[src/rtl/slot_probe_pkg.sv]
package slot_probe_pkg;

  typedef enum logic [1:0] {
    SLOT_UNKNOWN = 2'd0,
    SLOT_WIDE    = 2'd1,
    SLOT_NARROW  = 2'd2
  } slot_kind_e;

  // Counter width able to hold values 0..n
  function automatic int count_bits(input int n);
    return (n < 2) ? 1 : $clog2(n + 1);
  endfunction

  // Map a sampled active-low request level to a slot kind
  function automatic slot_kind_e kind_from_req(input logic req_n);
    return req_n ? SLOT_NARROW : SLOT_WIDE;
  endfunction

endpackage

[src/rtl/board_rst_seq.sv]
module board_rst_seq #(
  parameter int HOLD_CYCLES = 16
) (
  input  logic clk,
  input  logic pwr_ok,
  output logic brd_rst_n_o,
  output logic brd_wreq_n_o,
  output logic hold_done_o
);
  import slot_probe_pkg::*;

  localparam int CW = count_bits(HOLD_CYCLES);
  localparam logic [CW-1:0] LAST = CW'(HOLD_CYCLES - 1);

  logic [CW-1:0] cnt_q;
  logic          rel_q;

  always_ff @(posedge clk) begin
    if (!pwr_ok) begin
      cnt_q <= '0;
      rel_q <= 1'b0;
    end else if (!rel_q) begin
      if (cnt_q == LAST) rel_q <= 1'b1;
      else               cnt_q <= cnt_q + 1'b1;
    end
  end

  // Power loss forces both lines low at once, without waiting for a clock
  assign hold_done_o  = rel_q & pwr_ok;
  assign brd_rst_n_o  = hold_done_o;
  assign brd_wreq_n_o = hold_done_o;

endmodule

[src/rtl/slot_width_latch.sv]
module slot_width_latch (
  input  logic clk,
  input  logic bus_rst_n_i,
  input  logic bus_wreq_n_i,
  output logic known_o,
  output logic narrow_o,
  output logic trail_o
);
  import slot_probe_pkg::*;

  slot_kind_e kind_q;
  logic       req_smp_q;

  // Track the request level for as long as reset is seen low
  always_ff @(posedge clk) begin
    if (!bus_rst_n_i) req_smp_q <= bus_wreq_n_i;
  end

  always_ff @(posedge clk) begin
    if (!bus_rst_n_i)                kind_q <= SLOT_UNKNOWN;
    else if (kind_q == SLOT_UNKNOWN) kind_q <= kind_from_req(req_smp_q);
  end

  assign trail_o  = bus_rst_n_i & (kind_q == SLOT_UNKNOWN);
  assign known_o  = bus_rst_n_i & (kind_q != SLOT_UNKNOWN);
  assign narrow_o = (kind_q == SLOT_NARROW);

endmodule

[src/rtl/ext_lane_park.sv]
module ext_lane_park #(
  parameter int              AD_W    = 32,
  parameter int              BE_W    = 4,
  parameter logic [AD_W-1:0] PARK_AD = '1,
  parameter logic [BE_W-1:0] PARK_BE = '1
) (
  input  logic            known_i,
  input  logic            narrow_i,
  input  logic [AD_W-1:0] core_ad_i,
  input  logic            core_ad_oe_i,
  input  logic [BE_W-1:0] core_cbe_i,
  input  logic            core_cbe_oe_i,
  input  logic            core_par_i,
  input  logic            core_par_oe_i,
  output logic [AD_W-1:0] ad_o,
  output logic            ad_oe_o,
  output logic [BE_W-1:0] cbe_o,
  output logic            cbe_oe_o,
  output logic            par_o,
  output logic            par_oe_o,
  output logic            parked_o
);

  function automatic logic even_par(input logic [AD_W-1:0] a,
                                    input logic [BE_W-1:0] b);
    return ^{a, b};
  endfunction

  localparam logic PARK_PAR = even_par(PARK_AD, PARK_BE);

  logic pass;
  assign parked_o = known_i & narrow_i;
  assign pass     = known_i & ~narrow_i;

  always_comb begin
    ad_o     = parked_o ? PARK_AD  : core_ad_i;
    cbe_o    = parked_o ? PARK_BE  : core_cbe_i;
    par_o    = parked_o ? PARK_PAR : core_par_i;
    ad_oe_o  = parked_o | (pass & core_ad_oe_i);
    cbe_oe_o = parked_o | (pass & core_cbe_oe_i);
    par_oe_o = parked_o | (pass & core_par_oe_i);
  end

endmodule

[src/rtl/slot_width_probe.sv]
module slot_width_probe #(
  parameter int              HOLD_CYCLES = 16,
  parameter int              AD_W        = 32,
  parameter int              BE_W        = 4,
  parameter logic [AD_W-1:0] PARK_AD     = '1,
  parameter logic [BE_W-1:0] PARK_BE     = '1
) (
  input  logic            clk,
  input  logic            pwr_ok,
  output logic            brd_rst_n_o,
  output logic            brd_wreq_n_o,
  input  logic            bus_rst_n_i,
  input  logic            bus_wreq_n_i,
  input  logic [AD_W-1:0] core_ad_hi_i,
  input  logic            core_ad_hi_oe_i,
  input  logic [BE_W-1:0] core_cbe_hi_i,
  input  logic            core_cbe_hi_oe_i,
  input  logic            core_par_hi_i,
  input  logic            core_par_hi_oe_i,
  output logic [AD_W-1:0] ext_ad_o,
  output logic            ext_ad_oe_o,
  output logic [BE_W-1:0] ext_cbe_o,
  output logic            ext_cbe_oe_o,
  output logic            ext_par_o,
  output logic            ext_par_oe_o,
  output logic            slot_known_o,
  output logic            slot_narrow_o
);

  logic hold_done;
  logic det_trail;
  logic lanes_parked;

  board_rst_seq #(.HOLD_CYCLES(HOLD_CYCLES)) u_seq (
    .clk          (clk),
    .pwr_ok       (pwr_ok),
    .brd_rst_n_o  (brd_rst_n_o),
    .brd_wreq_n_o (brd_wreq_n_o),
    .hold_done_o  (hold_done)
  );

  slot_width_latch u_det (
    .clk          (clk),
    .bus_rst_n_i  (bus_rst_n_i),
    .bus_wreq_n_i (bus_wreq_n_i),
    .known_o      (slot_known_o),
    .narrow_o     (slot_narrow_o),
    .trail_o      (det_trail)
  );

  ext_lane_park #(
    .AD_W(AD_W), .BE_W(BE_W), .PARK_AD(PARK_AD), .PARK_BE(PARK_BE)
  ) u_park (
    .known_i       (slot_known_o),
    .narrow_i      (slot_narrow_o),
    .core_ad_i     (core_ad_hi_i),
    .core_ad_oe_i  (core_ad_hi_oe_i),
    .core_cbe_i    (core_cbe_hi_i),
    .core_cbe_oe_i (core_cbe_hi_oe_i),
    .core_par_i    (core_par_hi_i),
    .core_par_oe_i (core_par_hi_oe_i),
    .ad_o          (ext_ad_o),
    .ad_oe_o       (ext_ad_oe_o),
    .cbe_o         (ext_cbe_o),
    .cbe_oe_o      (ext_cbe_oe_o),
    .par_o         (ext_par_o),
    .par_oe_o      (ext_par_oe_o),
    .parked_o      (lanes_parked)
  );

endmodule

[config.mk]
export PLATFORM = sky130hd
export DESIGN_NAME = slot_width_probe
export DESIGN_NICKNAME = d
export VERILOG_FILES = /design/src/rtl/slot_probe_pkg.sv /design/src/rtl/board_rst_seq.sv /design/src/rtl/slot_width_latch.sv /design/src/rtl/ext_lane_park.sv /design/src/rtl/slot_width_probe.sv
export SDC_FILE = /design/constraint.sdc
export NUM_CORES = 1
export LEC_CHECK = 0
export ABC_AREA = 1
export BUFFER_PORTS_ARGS = -buffer_cell sky130_fd_sc_hd__buf_2
export CORE_MARGIN = 4
export CORE_UTILIZATION = 33
export DETAILED_ROUTE_END_ITERATION = 7
export HOLD_SLACK_MARGIN = 0.05
export PLACE_DENSITY = 0.79
export SYNTH_ARGS = -nofsm -noshare
export SYNTH_HDL_FRONTEND = slang
export SYNTH_SLANG_ARGS = --single-unit
[constraint.sdc]
create_clock -name clk -period 1.6 [get_ports clk]
set_input_delay 0.08 -clock clk [delete_from_list [all_inputs] [get_ports clk]]
set_output_delay 0.08 -clock clk [all_outputs]
set_load 0.02 [all_outputs]
==> flow_summary.ini <==
[floorplan]
ioPinCount = 88
start_util = 0.3640
dieArea_um2 = 3075
die_h_um = 55.46
core_area_um2 = 2042
placementRows = 16
die_x_um = 55.46

[critical_path]
critical_path.endpoint_type = flop
r2r-end = u_seq.cnt_q[2]$_SDFFE_PN0P_
crit_type = flop to flop
required_ns = 1.75
worstPathArrival_ns = 1.65
worst-r2r-cell-count = 7
timing.rr.start = u_seq.cnt_q[0]$_SDFFE_PN0P_
critPathMaxFanout = 5
r2r_setup_slack_ns = 0.09
cp-startpoint = u_seq.cnt_q[0]$_SDFFE_PN0P_
critPathCapture = u_seq.cnt_q[2]$_SDFFE_PN0P_
setup.worst_path.start_class = flop

[final_layout]
nets = 271
fill_cells = 221
area_growth_syn_to_layout_pct = 65.32
num_antenna_cells = 0
drive_gt1_frac = 0.4286

[power_and_ir_drop]
leakage_nw = 0.9247
power_density_nw_per_um2 = 632.2
ir_drop_mv = 0.5665
p_total_mw = 0.7768

[synth]
synth-main-ff-cell = dfxtp_1
synth_top_cell_area_share = 0.2374
netlist_top_cells_count = 47 x inv_1, 44 x nand2_1, 11 x nor2_1
syn_nets = 179
synth_largest_area_cell = inv_1
synthArstFlopShare = 0
ys_seq_area_frac = 0.2559
synth-seq-cells = 9
netlist_instances = 133
syn_area_um2 = 743.2
synth-warning-count = 0
synth_most_common_cell = inv_1
synth_edf_count = 1
avgSynthCellArea_um2 = 5.588
yosysUniqueCellTypes = 17
synthTopCellsByArea = inv_1 24%, nand2_1 22%, dfxtp_1 22%

[cts]
cts_tree = built
cts_max_level = 1
cts-root-buf = clkbuf_4
clock_path_buffers = 2
clk_pin_slew_ns = 0.06
clkSinkCount = 9
worst_skew_pair.late_latency_ns = 0.25
cts_made_buffers = 3
cts.repair.resized = 0

[drt]
drt_iter0_markers = 74
firstDrtPassIters = 4
wire_per_inst_um = 10.11
wirelength_um = 2537
via_per_inst = 3.817
post-route-drc-count = 0
postRouteAntennaNets = 0
vias = 958

[global_route]
grt_max_degree = 38
grt_pass1_wl_um = 4091
grt_use_total = 0.1609
antenna_found_initial = 0
grt_overflow = 0
grt_pass1_vias = 784

[hold_path]
worstHoldStart = bus_rst_n_i
min_path_type = input pin to flop

[timing]
worst_pin_slew_ns = 0.4574
fmax_ghz = 0.6635
setup_viol_count_final = 0
maxSlewHeadroom = 0.6919
rsz0062_at_grt = no
hold_viol = 0
finalSetupTns_ns = 0
finalClockSkew_ns = 0.0003020
final_max_slew_viol_count = 0
period_share = 0.9420
layout_min_cycle_time_ns = 1.507

[run]
max-cap-violations = 0

[place]
place.gp.congestion = 0.8205
hpwl_um = 2071
port_buffers = 87

[status]
status = complete, no violations
==> critical path: stages, from the launching register on <==
cell     delay (ns)
dfxtp_1        0.34
ha_1           0.23
and3_1         0.19
ha_1           0.23
nor2_2         0.19
nand3_1        0.11
nand2_1        0.07
nor2_1         0.03
==> registers in the layout, summed over array words and instances (netlist names) <==
signal,cells
u_seq.cnt_q,5
u_det.kind_q,2
u_det.req_smp_q,1
u_seq.rel_q,1
==> cells in the final DEF, fill, tap and decap left out, types with 2 or more instances in the layout <==
master	synthesis	routed
buf_2	0	87
inv_1	47	47
nand2_1	44	44
nor2_1	11	11
dfxtp_1	8	8
a21oi_1	4	4
o21ai_0	3	3
clkbuf_4	0	3
nor2_4	2	2
nand3_1	2	2
ha_1	2	2
buf_4	1	2
==> logic make-up after synthesis <==
family / synth area share
simple gates: 0.3603
buf+inv: 0.2929
flops: 0.2559
compound gates: 0.05724
fa+ha+maj: 0.03366
==> what timing repair did <==
item / in CTS / in global routing
endpoints found under the setup margin: 0 / 2
hold buffers: 1 / 0
setup buffers: 0 / 2
endpoints found under the hold margin: 1 / 0
==> stage by stage <==
stage          cell area [um2]  setup slack (ns)  utilization  cells  hold slack, ns
6_report                  1229           0.09285       0.6017    251          0.1014
3_5_place_dp              1171           0.06938       0.5735    243          0.2596
4_1_cts                   1207           0.06291       0.5913    248         0.08845
3_3_place_gp              1171            0.1046       0.5735    243          0.2572
2_1_floorplan            743.2            0.1823            -    133          0.1789
5_1_grt                   1229           0.01753       0.6017    251          0.1013
==> metal layers <==
| layer | global-route usage | part of all wire | vias to the layer above |
|---|---|---|---|
| met2 | 0.2889 | 0.51 | 44 |
| met1 | 0.1897 | 0.41 | 361 |
| met5 | 0 | 0 | - |
| li1 | - | - | 551 |
| met4 | 0.04167 | 0.0075 | 0 |
| met3 | 0.03730 | 0.075 | 2 |
==> final cells by class <==
type | count | area, um2 | share of cell area
well taps | 27 | 33.78 | 0.02749
multi-input cells | 74 | 341.6 | 0.2780
inverters | 47 | 176.4 | 0.1436
repair buffers | 90 | 460.4 | 0.3747
clock buffers | 4 | 26.28 | 0.02138
flip-flops and latches | 9 | 190.2 | 0.1548
==> report_power, final <==
group	switching, mW	leakage, nW	internal [mW]
Clock	0.0747	0.0150	0.0958
Combinational	0.221	0.834	0.132
Sequential	0.0111	0.0754	0.242
==> how the worst min path moves through the flow <==
| stage | end | slack [ns] | depth (start not counted) |
|---|---|---|---|
| 2_1_floorplan | u_det.req_smp_q$_DFFE_PN_ | 0.18 | 0 |
| 3_3_place_gp | u_det.req_smp_q$_DFFE_PN_ | 0.26 | 1 |
| 3_5_place_dp | u_det.req_smp_q$_DFFE_PN_ | 0.26 | 1 |
| 4_1_cts | u_det.kind_q[0]$_SDFFE_PN0N_ | 0.09 | 3 |
| 5_1_grt | u_seq.cnt_q[2]$_SDFFE_PN0P_ | 0.10 | 3 |
| 6_report | u_det.kind_q[0]$_SDFFE_PN0N_ | 0.10 | 3 |
(Power assumes the default switching activity.)
